$ cat src/rtl/raster_pair_gen.sv
module raster_pair_gen #(
  parameter int H_ACTIVE = 960,
  parameter int H_FRONT  = 60,
  parameter int H_LEAD   = 268,
  parameter int H_PULSE  = 32,
  parameter int V_ACTIVE = 720,
  parameter int V_LEAD   = 25,
  parameter int V_PULSE  = 4,
  parameter bit HS_HIGH  = 1'b0,
  parameter bit VS_HIGH  = 1'b0,
  parameter int PIX_W    = 24,
  localparam int V_FRONT = 3,
  localparam int H_TOTAL = H_LEAD + H_ACTIVE + H_FRONT,
  localparam int V_TOTAL = V_LEAD + V_ACTIVE + V_FRONT,
  localparam int HC_W    = $clog2(H_TOTAL),
  localparam int VC_W    = $clog2(V_TOTAL),
  localparam int COL_W   = $clog2(2 * H_ACTIVE),
  localparam int LINE_W  = $clog2(V_ACTIVE)
) (
  input  logic              clk,
  input  logic              rst,
  input  logic [PIX_W-1:0]  rsp_odd,
  input  logic [PIX_W-1:0]  rsp_even,
  output logic              req,
  output logic [COL_W-1:0]  req_col,
  output logic [LINE_W-1:0] req_line,
  output logic              hsync,
  output logic              vsync,
  output logic              de,
  output logic [PIX_W-1:0]  odd_pix,
  output logic [PIX_W-1:0]  even_pix
);

  logic [HC_W-1:0] hcnt;
  logic [VC_W-1:0] vcnt;
  logic h_end, v_end, h_act, v_act, hs_on, vs_on;
  logic [HC_W-1:0] hoff;
  logic [VC_W-1:0] voff;

  assign h_end = (hcnt == HC_W'(H_TOTAL - 1));
  assign v_end = (vcnt == VC_W'(V_TOTAL - 1));
  assign h_act = (hcnt >= HC_W'(H_LEAD)) && (hcnt < HC_W'(H_LEAD + H_ACTIVE));
  assign v_act = (vcnt >= VC_W'(V_LEAD)) && (vcnt < VC_W'(V_LEAD + V_ACTIVE));
  assign hs_on = (hcnt < HC_W'(H_PULSE));
  assign vs_on = (vcnt < VC_W'(V_PULSE));
  assign hoff  = hcnt - HC_W'(H_LEAD);
  assign voff  = vcnt - VC_W'(V_LEAD);

  assign req      = h_act & v_act;
  assign req_col  = req ? COL_W'({hoff, 1'b0}) : '0;
  assign req_line = req ? LINE_W'(voff) : '0;

  always_ff @(posedge clk) begin
    if (rst) begin
      hcnt <= '0;
      vcnt <= '0;
    end else begin
      hcnt <= h_end ? '0 : hcnt + 1'b1;
      if (h_end) vcnt <= v_end ? '0 : vcnt + 1'b1;
    end
  end

  always_ff @(posedge clk) begin
    if (rst) begin
      hsync    <= ~HS_HIGH;
      vsync    <= ~VS_HIGH;
      de       <= 1'b0;
      odd_pix  <= '0;
      even_pix <= '0;
    end else begin
      hsync    <= hs_on ? HS_HIGH : ~HS_HIGH;
      vsync    <= vs_on ? VS_HIGH : ~VS_HIGH;
      de       <= req;
      odd_pix  <= req ? rsp_odd : '0;
      even_pix <= req ? rsp_even : '0;
    end
  end

  p_hwrap_r1: assert property (@(posedge clk) disable iff (rst)
    (hcnt == HC_W'(H_TOTAL - 1)) |=> (hcnt == '0));

  p_vwrap_r2: assert property (@(posedge clk) disable iff (rst)
    (hcnt == HC_W'(H_TOTAL - 1) && vcnt == VC_W'(V_TOTAL - 1)) |=> (vcnt == '0));

  p_de_follows_req_r5: assert property (@(posedge clk) disable iff (rst)
    de |-> $past(req));

  p_col_even_r6: assert property (@(posedge clk) disable iff (rst)
    req |-> (req_col[0] == 1'b0));

  p_col_step_r6: assert property (@(posedge clk) disable iff (rst)
    (req && $past(req)) |-> (req_col == $past(req_col) + COL_W'(2)));

  p_pix_idle_r8: assert property (@(posedge clk) disable iff (rst)
    !de |-> (odd_pix == '0 && even_pix == '0));

endmodule

$ cat config.mk
export PLATFORM = sky130hd
export DESIGN_NAME = raster_pair_gen
export DESIGN_NICKNAME = d
export VERILOG_FILES = /design/src/rtl/raster_pair_gen.sv
export SDC_FILE = /design/constraint.sdc
export NUM_CORES = 1
export LEC_CHECK = 0
export ABC_AREA = 1
export BUFFER_PORTS_ARGS = -buffer_cell sky130_fd_sc_hd__buf_2
export CAP_MARGIN = 10
export CORE_ASPECT_RATIO = 0.5
export CORE_MARGIN = 1.5
export CORE_UTILIZATION = 48
export CTS_CLUSTER_DIAMETER = 200
export CTS_CLUSTER_SIZE = 8
export DETAILED_ROUTE_END_ITERATION = 10
export PLACE_DENSITY = 0.79
export SYNTH_ARGS = -nofsm -noshare
export SYNTH_HDL_FRONTEND = slang
export SYNTH_SLANG_ARGS = --single-unit
export TNS_END_PERCENT = 5
$ cat constraint.sdc
create_clock -name clk -period 1.86 [get_ports clk]
set_input_delay 0.186 -clock clk [delete_from_list [all_inputs] [get_ports clk]]
set_output_delay 0.186 -clock clk [all_outputs]
set_load 0.02 [all_outputs]
==> results of run 1 <==
## area by class of cell
class                           instances  area, µm²  share of cell area
Multi-Input combinational cell        256       1450               0.315
Sequential cell                        72       1470               0.319
Clock buffer                           10        239              0.0520
Timing Repair Buffer                  142        923               0.201
Clock inverter                          6       90.1              0.0196
Tap cell                               88        110              0.0240
Inverter                               84        318              0.0692
## cell families (layout without fill, tap and decap cells)
family                   after synthesis  count (layout)  synth area share
AO/OA/AOI/OAI                         23              23            0.0384
XOR/XNOR                              17              17            0.0482
adder cells (fa/ha/maj)                7               7            0.0283
buffers and inverters                 99             242             0.130
flip-flops                            72              72             0.466
other                                  1               1           0.00121
AND/OR/NAND/NOR                      208             208             0.287
## flip-flops by register name, indices dropped and copies added (netlist names)
| signal | count |
|---|---|
| de | 1 |
| hcnt | 11 |
| vsync | 1 |
| hsync | 1 |
| even_pix | 24 |
| vcnt | 10 |
| odd_pix | 24 |
## cells in the final DEF (no fill, tap or decap), types with 3 or more instances in the layout
master / synthesis / layout
sky130_fd_sc_hd__dfxtp_2: 0 / 13
sky130_fd_sc_hd__nand3_2: 3 / 4
sky130_fd_sc_hd__nor2_4: 1 / 16
sky130_fd_sc_hd__o21ai_0: 8 / 8
sky130_fd_sc_hd__ha_4: 0 / 3
sky130_fd_sc_hd__buf_2: 10 / 100
sky130_fd_sc_hd__dfxtp_1: 72 / 57
sky130_fd_sc_hd__nor2_1: 96 / 71
sky130_fd_sc_hd__inv_2: 9 / 13
sky130_fd_sc_hd__xor2_1: 15 / 15
sky130_fd_sc_hd__ha_1: 7 / 3
sky130_fd_sc_hd__nor2_2: 11 / 21
sky130_fd_sc_hd__clkbuf_16: 0 / 9
sky130_fd_sc_hd__nor3_1: 5 / 5
sky130_fd_sc_hd__nand3_1: 22 / 21
sky130_fd_sc_hd__buf_4: 1 / 20
sky130_fd_sc_hd__nand4_1: 3 / 3
sky130_fd_sc_hd__inv_1: 74 / 69
sky130_fd_sc_hd__nand2_1: 62 / 59
sky130_fd_sc_hd__buf_6: 2 / 18
sky130_fd_sc_hd__a21oi_1: 13 / 13
## path summary, 6_finish.rpt
| kind | depth (start not counted) | start | endpoint |
|---|---|---|---|
| max | 10 | hcnt[0] | req_col[6] |
| min reg2reg | 1 | hcnt[0] | hcnt[0] |
| max reg2reg | 10 | hcnt[2] | vcnt[5] |
| min | 3 | rsp_odd[3] | odd_pix[3] |
## stage by stage
step                utilization  instances  TNS [ns]  power, mW  cell area, µm²
finish                    0.746        658     -4.63       3.56            4590
CTS                       0.701        654     -3.18       3.57            4320
global placement          0.620        632         0       1.71            3810
floorplan                     -        427         0       1.64            3090
detailed placement        0.620        632         0       1.71            3810
global route              0.746        658     -5.96       3.67            4590
## critical path: cells and delay by family (launching register included)
family / cells / cell delay (ns)
buffers and inverters: 3 / 0.40
DFF: 1 / 0.33
adders and majority gates: 1 / 0.15
and+or+nand+nor: 6 / 0.72
## power by group through the flow
stage	registers (mW)	logic (mW)	clock network (mW)
after detailed placement	1.59	0.119	0
after CTS	1.56	0.121	1.89
after floorplan	1.59	0.0517	0
final	1.56	0.137	1.87
after global routing	1.56	0.155	1.96
after global placement	1.59	0.117	0
## layer usage
metal / vias to the layer above / GRT usage / part of all wire
met5: - / 0 / 0
met1: 1371 / 0.244 / 0.38
met3: 35 / 0.0649 / 0.081
met2: 163 / 0.373 / 0.50
li1: 1533 / - / -
met4: 0 / 0.103 / 0.039
## what timing repair did
item / CTS / global route
endpoints found under the setup margin: 21 / 21
pin swaps: 6 / 11
buffers inserted: 5 / 4
cloned: 1 / 0
gates resized for setup: 53 / 70
==> flow_metrics.env, run 1 <==
export IMPL_setup_violators_final=21
export IMPL_power_frac_seq=0.437
export IMPL_cp_slowest_cell="sky130_fd_sc_hd__dfxtp_2"
export IMPL_die_y_um=59.8
export IMPL_syn_nets=484
export IMPL_first_global_vias=2712
export IMPL_pwr_share_comb=0.038
export IMPL_track_usage=0.213
export IMPL_power_internal_mw=2.83
export IMPL_vdd_drop_max_v=0.000671
export IMPL_max_clock_freq_ghz=0.472
export IMPL_grt_ovfl_total=0
export IMPL_vias_per_cell=4.71
export IMPL_hold_buffers=0
export IMPL_nNetsFinal=622
export IMPL_port_buffer_count=121
export IMPL_post_synth_inst_count=427
export IMPL_startpoint_type="flop"
export IMPL_hold_worst_slack_ns=0.0661
export IMPL_post_route_period_util=1.14
export IMPL_drtAntennaViolNets=0
export IMPL_period_needed_ns=2.12
export IMPL_synth_area_leaders="sky130_fd_sc_hd__dfxtp_1, sky130_fd_sc_hd__nor2_1, sky130_fd_sc_hd__inv_1"
export IMPL_design_die_area_um2=6960
export IMPL_htreeDepth=3
export IMPL_effective_utilization_at_floorplan=0.502
export IMPL_critPathKind="reg -> out"
export IMPL_detailed_place_hpwl_um=5030
export IMPL_grt_start_max_net_pins=47
export IMPL_postRouteWirelength_um=7910
export IMPL_dr_total_vias=3102
export IMPL_tritoncts="built"
export IMPL_worst_hold_path_type="in -> reg"
export IMPL_end_kind="primary output"
export IMPL_ys_seq_area_frac=0.466
export IMPL_synth_cell_area_um2=3090
export IMPL_critPathRequiredTime_ns=1.67
export IMPL_synth_lib_cells_used_distinct=28
export IMPL_power_switching_mw=0.725
export IMPL_synthMostInstantiatedCell="sky130_fd_sc_hd__nor2_1"
export IMPL_clock_root_buffer="sky130_fd_sc_hd__clkbuf_16"
export IMPL_finalHoldViolations=0
export IMPL_violations="negative setup slack"
export IMPL_worst_slack_ns=-0.258
export IMPL_layout_drive_gt1_share=0.416
export IMPL_worst_path_max_fanout=6
export IMPL_gpl_final_weighted_congestion=0.906
export IMPL_cts_path_max_buffers=2
export IMPL_clock_power_share=0.525
export IMPL_synth_enable_flop_cells=0
export IMPL_clkLatencyLatePin_ns=0.33
export IMPL_synthDominantAreaCellType="sky130_fd_sc_hd__dfxtp_1"
export IMPL_finalClockSkew_ns=0.00641
export IMPL_postSynthRegisterBits=72
export IMPL_cpMostUsedCell="sky130_fd_sc_hd__nor2_1"
export IMPL_crit_path_cell_trace="inv_2, ha_4, nand3_1, nor2_1, nor2_1, nor2_2, nand2_4, buf_8, nor2_4, buf_6"
export IMPL_number_of_antenna_violations_at_the_first_check_in_global_routing=0
export IMPL_chipWidth_um=117
export IMPL_drt_pre_antenna_iters=5
export IMPL_area_delta_synth_final_pct=48.6
export IMPL_avgSynthCellArea_um2=7.24
export IMPL_worst_ep_arrival_time_ns=1.93
export IMPL_p_leak_nw=2.47
export IMPL_critical_path_max_stage_delay_ns=0.33
export IMPL_rrSetupSlack_ns=0.12
export IMPL_slew_viol_final=0
export IMPL_avgRoutedWirePerCell_um=12.0
export IMPL_core_region_area_um2=6160
export IMPL_power_density_nw_per_um2=775
export IMPL_numCtsBuffers=9
export IMPL_boundaryPins=123
export IMPL_synthTopCellsByCount="sky130_fd_sc_hd__nor2_1, sky130_fd_sc_hd__inv_1, sky130_fd_sc_hd__dfxtp_1"
export IMPL_run_status="finished, violations left"
export IMPL_fillers=465
export IMPL_clock_sinks=72
export IMPL_drv_cap=0
export IMPL_ys_warn_count=0
export IMPL_number_of_cell_rows=20
export IMPL_drt_iter0_markers=183
export IMPL_switching_share=0.204
export IMPL_preCtsSetupSlack_ns=0.0208
export IMPL_grt_pass1_wl_um=11500
export IMPL_synth_flop_cell="sky130_fd_sc_hd__dfxtp_1"
export IMPL_synth_async_sr_flop_share=0
export IMPL_rsz_0062_raised_after_global_routing="yes"
export IMPL_path_clk_slew_ns=0.06
export IMPL_remaining_drc_errors=0
export IMPL_synthDominantCellAreaShare=0.466
export IMPL_antennaDiodeCount=0
Power figures use the tool's default switching activity.
==> run 2: changes to the inputs <==
ABC_AREA = 0   (was 1)
CORE_UTILIZATION = 53   (was 48)
PLACE_DENSITY = 0.86   (was 0.79)
clock period = 2.7 ns   (was 1.86 ns; I/O delays follow)
==> flow_metrics.env, run 2 <==
export IMPL_run_status="completed"
export IMPL_number_of_cell_rows=19
export IMPL_track_usage=0.223
export IMPL_drt_pre_antenna_iters=4
export IMPL_mostFrequentLayoutCell="sky130_fd_sc_hd__buf_2"
export IMPL_path_clk_slew_ns=0.06
export IMPL_effective_utilization_at_floorplan=0.569
export IMPL_postSynthRegisterBits=72
export IMPL_htreeDepth=3
export IMPL_synthDominantCellAreaShare=0.448
export IMPL_layout_core_utilization=0.728
export IMPL_detailed_place_hpwl_um=5060
export IMPL_finalClockSkew_ns=0.00526
export IMPL_remaining_drc_errors=0
export IMPL_port_buffer_count=121
export IMPL_vdd_drop_max_v=0.000377
export IMPL_end_kind="primary output"
export IMPL_fillers=450
export IMPL_clkLatencyLatePin_ns=0.33
export IMPL_pwr_share_comb=0.055
export IMPL_grt_ovfl_total=0
export IMPL_ys_seq_area_frac=0.448
export IMPL_finalHoldViolations=0
export IMPL_synth_cell_area_um2=3220
export IMPL_area_delta_synth_final_pct=28.1
export IMPL_vias_per_cell=5.20
export IMPL_largestRegisters="even_pix: 24 flops, odd_pix: 24 flops, hcnt: 11 flops"
export IMPL_clock_root_buffer="sky130_fd_sc_hd__clkbuf_16"
export IMPL_clock_power_share=0.507
export IMPL_power_internal_mw=1.94
export IMPL_critPathKind="reg -> out"
export IMPL_grt_pass1_wl_um=11300
export IMPL_timing_critical_path_to="req_col[7]"
export IMPL_p_leak_nw=1.99
export IMPL_switching_share=0.216
export IMPL_worst_hold_path_type="in -> reg"
export IMPL_critPathRequiredTime_ns=2.43
export IMPL_dp_cells=542
export IMPL_worst_slack_ns=0.152
export IMPL_drtAntennaViolNets=0
export IMPL_worstReg2RegStart="hcnt[5]"
export IMPL_period_needed_ns=2.55
export IMPL_worst_path_max_fanout=37
export IMPL_fin_tns_setup_ns=0
export IMPL_preCtsSetupSlack_ns=0.371
export IMPL_design_die_area_um2=6570
export IMPL_grt_start_max_net_pins=45
export IMPL_worstMarginPinSlew_ns=0.652
export IMPL_critical_path_startpoint="hcnt[2]"
export IMPL_critical_path_max_stage_delay_ns=0.39
export IMPL_cts_path_max_buffers=2
export IMPL_core_region_area_um2=5660
export IMPL_startpoint_type="flop"
export IMPL_postRouteWirelength_um=7470
export IMPL_chipWidth_um=113
export IMPL_die_y_um=58.1
export IMPL_hold_buffers=0
export IMPL_synthDominantAreaCellType="sky130_fd_sc_hd__dfxtp_1"
export IMPL_drt_iter0_markers=181
export IMPL_final_cell_mix="sky130_fd_sc_hd__buf_2, sky130_fd_sc_hd__dfxtp_1, sky130_fd_sc_hd__inv_1, sky130_fd_sc_hd__nor4_1, sky130_fd_sc_hd__nor3_1"
export IMPL_number_of_antenna_violations_at_the_first_check_in_global_routing=0
export IMPL_max_clock_freq_ghz=0.392
export IMPL_layout_drive_gt1_share=0.318
export IMPL_ys_warn_count=0
export IMPL_synth_lib_cells_used_distinct=47
export IMPL_avgSynthCellArea_um2=8.53
export IMPL_dr_total_vias=2900
export IMPL_post_synth_inst_count=377
export IMPL_power_density_nw_per_um2=599
export IMPL_syn_nets=434
export IMPL_slew_headroom=0.561
export IMPL_crit_path_cell_trace="ha_1, a311o_1, o211ai_1, buf_6, nor3_1, buf_2"
export IMPL_clock_sinks=72
export IMPL_post_route_period_util=0.944
export IMPL_gpl_final_weighted_congestion=0.839
export IMPL_worst_ep_arrival_time_ns=2.28
export IMPL_drv_cap=0
export IMPL_slew_viol_final=0
export IMPL_setup_violators_final=0
export IMPL_nNetsFinal=537
export IMPL_final_cell_area_um2=4120
export IMPL_boundaryPins=123
export IMPL_rr_worst_depth=4
export IMPL_synth_enable_flop_cells=0
export IMPL_rrSetupSlack_ns=0.32
export IMPL_place_area_um2=3770
export IMPL_power_switching_mw=0.532
export IMPL_avgRoutedWirePerCell_um=13.4
export IMPL_numCtsBuffers=9
export IMPL_critical_path_reg2reg_endpoint="vcnt[9]"
export IMPL_first_global_vias=2403
export IMPL_tritoncts="built"
export IMPL_synthTopCellsByCount="sky130_fd_sc_hd__dfxtp_1, sky130_fd_sc_hd__inv_1, sky130_fd_sc_hd__nor4_1"
export IMPL_cp_slowest_cell="sky130_fd_sc_hd__dfxtp_1"
export IMPL_final_instance_count_excl_fill=558
export IMPL_synthMostInstantiatedCell="sky130_fd_sc_hd__dfxtp_1"
export IMPL_synth_flop_cell="sky130_fd_sc_hd__dfxtp_1"
export IMPL_synth_async_sr_flop_share=0
export IMPL_antennaDiodeCount=0
export IMPL_synth_area_leaders="sky130_fd_sc_hd__dfxtp_1, sky130_fd_sc_hd__nor4_1, sky130_fd_sc_hd__inv_1"
export IMPL_power_frac_seq=0.438
run 2: power groups by stage:
stage	Sequential [mW]	Clock, mW	Combinational [mW]
after floorplan	1.10	0	0.0821
after global placement	1.10	0	0.132
after detailed placement	1.10	0	0.135
after CTS	1.08	1.27	0.136
after global routing	1.08	1.32	0.153
final	1.08	1.25	0.137
run 2: what timing repair did:
action                                 4_1_cts  5_1_grt
resized for setup                            0        5
buffers inserted                             0        0
setup endpoints to repair                    0       21
endpoints found under the hold margin        0        0
run 2: how the worst min path moves through the flow:
stage,from,end,slack (ns),cells past startpoint
final,rsp_even[11],even_pix[11],0.16,3
after global routing,rsp_odd[9],odd_pix[9],0.15,3
after CTS,rsp_even[11],even_pix[11],0.15,3
after detailed placement,hcnt[0],hcnt[0],0.48,1
after global placement,hcnt[0],hcnt[0],0.45,1
after floorplan,rsp_even[0],even_pix[0],0.39,2
run 2: final cells by class:
class                      instances  area [µm²]  area share
clock buffer                      10         229      0.0556
clock inverter                     6        92.6      0.0225
multi-input combinational        214        1400       0.338
timing repair buffer             128         666       0.162
tap                               73        91.3      0.0222
inverter                          55         206      0.0501
sequential                        72        1440       0.350
run 2: cells by family (layout without fill, tap and decap cells):
logic type      Yosys count  after routing  share of synthesized area
compound gates           29             29                     0.0599
simple gates            153            153                      0.270
xor+xnor                 24             24                     0.0653
buf+inv                  91            199                      0.128
fa+ha+maj                 7              7                     0.0272
flops                    72             72                      0.448
other cells               1              1                    0.00117
run 2: worst max-delay path: cells and delay by family, from the launching register on:
family | cells | cell delay, ns
AO/OA/AOI/OAI | 2 | 0.63
buffers and inverters | 2 | 0.50
flip-flops | 1 | 0.39
adder cells (fa/ha/maj) | 1 | 0.33
AND/OR/NAND/NOR | 1 | 0.09
run 2: routing by layer:
| layer | track usage | vias up | part of all wire |
|---|---|---|---|
| li1 | - | 1490 | - |
| met1 | 0.273 | 1302 | 0.45 |
| met2 | 0.375 | 96 | 0.47 |
| met3 | 0.0659 | 12 | 0.064 |
| met4 | 0.0911 | 0 | 0.016 |
| met5 | 0 | - | 0 |
run 2: through the flow:
step | total power, mW | hold WS, ns
final | 2.47 | 0.159
after global routing | 2.56 | 0.154
after CTS | 2.49 | 0.148
after detailed placement | 1.24 | 0.475
after global placement | 1.24 | 0.452
after floorplan | 1.18 | 0.389
==> run 3: changes to the inputs <==
clock period = 3.1 ns   (was 2.7 ns; I/O delays follow)
==> flow_metrics.env, run 3 (same netlist as run 2, synthesis figures left out) <==
export IMPL_final_cell_mix="sky130_fd_sc_hd__buf_2, sky130_fd_sc_hd__dfxtp_1, sky130_fd_sc_hd__inv_1, sky130_fd_sc_hd__nor4_1, sky130_fd_sc_hd__nor3_1"
export IMPL_worst_ep_arrival_time_ns=2.40
export IMPL_hold_path_origin="rsp_even[21]"
export IMPL_critical_path_reg2reg_endpoint="vcnt[2]"
export IMPL_fillers=448
export IMPL_place_area_um2=3760
export IMPL_gpl_final_weighted_congestion=0.842
export IMPL_drt_pre_antenna_iters=5
export IMPL_layout_drive_gt1_share=0.315
export IMPL_timing_hold_worst_endpoint="even_pix[21]"
export IMPL_worstHoldPathCells=3
export IMPL_track_usage=0.243
export IMPL_critPathRequiredTime_ns=2.79
export IMPL_avgRoutedWirePerCell_um=13.9
export IMPL_rr_worst_depth=4
export IMPL_mostFrequentLayoutCell="sky130_fd_sc_hd__buf_2"
export IMPL_numCtsBuffers=9
export IMPL_path_clk_slew_ns=0.06
export IMPL_detailed_place_hpwl_um=5270
export IMPL_vdd_drop_max_v=0.000271
export IMPL_p_leak_nw=1.98
export IMPL_cts_path_max_buffers=2
export IMPL_period_needed_ns=2.71
export IMPL_finalHoldViolations=0
export IMPL_slew_headroom=0.582
export IMPL_number_of_cell_rows=19
export IMPL_final_cell_area_um2=4080
export IMPL_clock_sinks=72
export IMPL_preCtsSetupSlack_ns=0.557
export IMPL_worst_hold_path_type="in -> reg"
export IMPL_dp_cells=541
export IMPL_antennaDiodeCount=0
export IMPL_critPathKind="reg -> out"
export IMPL_core_region_area_um2=5660
export IMPL_postRouteWirelength_um=7750
export IMPL_chipWidth_um=113
export IMPL_design_die_area_um2=6570
export IMPL_drtAntennaViolNets=0
export IMPL_port_buffer_count=121
export IMPL_cts_resized=0
export IMPL_worst_path_max_fanout=16
export IMPL_worstReg2RegStart="hcnt[5]"
export IMPL_finalClockSkew_ns=0.00407
export IMPL_max_clock_freq_ghz=0.369
export IMPL_tritoncts="built"
export IMPL_post_route_period_util=0.873
export IMPL_rrSetupSlack_ns=0.60
export IMPL_number_of_antenna_violations_at_the_first_check_in_global_routing=0
export IMPL_area_delta_synth_final_pct=26.8
export IMPL_grt_start_max_net_pins=47
export IMPL_power_density_nw_per_um2=511
export IMPL_die_y_um=58.1
export IMPL_grt_pass1_wl_um=12500
export IMPL_first_global_vias=2643
export IMPL_dr_total_vias=3008
export IMPL_drt_iter0_markers=181
export IMPL_clkLatencyLatePin_ns=0.32
export IMPL_sequential_cell_area_um2=1440
export IMPL_vias_per_cell=5.39
export IMPL_nNetsFinal=537
export IMPL_startpoint_type="flop"
export IMPL_design_power_total_mw=2.08
export IMPL_remaining_drc_errors=0
export IMPL_final_instance_count_excl_fill=558
export IMPL_multiInputGateArea_um2=1370
export IMPL_largestRegisters="even_pix: 24 flops, odd_pix: 24 flops, hcnt: 11 flops"
export IMPL_htreeDepth=3
export IMPL_layout_core_utilization=0.721
export IMPL_rsz_0062_raised_after_global_routing="no"
export IMPL_slew_viol_final=0
export IMPL_boundaryPins=123
export IMPL_setup_violators_final=0
export IMPL_effective_utilization_at_floorplan=0.569
export IMPL_fin_tns_setup_ns=0
export IMPL_worst_slack_ns=0.393
export IMPL_end_kind="primary output"
export IMPL_hold_worst_slack_ns=0.201
export IMPL_drv_cap=0
export IMPL_clock_root_buffer="sky130_fd_sc_hd__clkbuf_16"
export IMPL_grt_ovfl_total=0
export IMPL_run_status="completed"
export IMPL_worstMarginPinSlew_ns=0.626
-- run 3: repair_timing --
action | 4_1_cts | 5_1_grt
hold buffers | 0 | 0
endpoints found under the setup margin | 0 | 15
buffers inserted | 0 | 1
-- run 3: where the power goes --
group / leakage [nW] / internal [mW] / switching (mW) / total [mW]
clock network: 0.145 / 0.647 / 0.379 / 1.03
logic: 1.25 / 0.0454 / 0.0725 / 0.118
registers: 0.581 / 0.932 / 0.00916 / 0.941
-- run 3: worst max-delay path, cell delays in order, from the launching register on --
cell and delay [ns]:
sky130_fd_sc_hd__dfxtp_1 0.42, sky130_fd_sc_hd__nor4_1 0.52, sky130_fd_sc_hd__a21boi_0 0.28, sky130_fd_sc_hd__o211ai_1 0.30, sky130_fd_sc_hd__buf_4 0.28, sky130_fd_sc_hd__nor3_1 0.08
sky130_fd_sc_hd__buf_2 0.19
-- run 3: worst max path at each step --
stage          cells after the start     from  slack [ns]           to
6_report                           6  hcnt[5]        0.39  req_line[3]
4_1_cts                            6  hcnt[5]         0.1  req_line[3]
3_5_place_dp                       6  hcnt[5]        0.56  req_line[3]
3_3_place_gp                       6  hcnt[5]        0.70  req_line[3]
5_1_grt                            6  hcnt[5]        0.08  req_line[6]
2_1_floorplan                      8  vcnt[0]        0.71  req_line[6]
-- run 3: cell type report --
class / count / share of cell area
clock inverters: 6 / 0.0166
multi-input cells: 214 / 0.337
clock buffers: 10 / 0.0586
repair buffers: 128 / 0.161
inverters: 55 / 0.0506
well taps: 73 / 0.0224
flip-flops and latches: 72 / 0.353
-- run 3: layer usage --
| metal | GRT usage | part of all wire | vias up |
|---|---|---|---|
| met5 | 0 | 0 | - |
| met4 | 0.0625 | 0.0085 | 0 |
| met3 | 0.0690 | 0.075 | 12 |
| met2 | 0.425 | 0.49 | 127 |
| met1 | 0.301 | 0.43 | 1376 |
| li1 | - | - | 1493 |
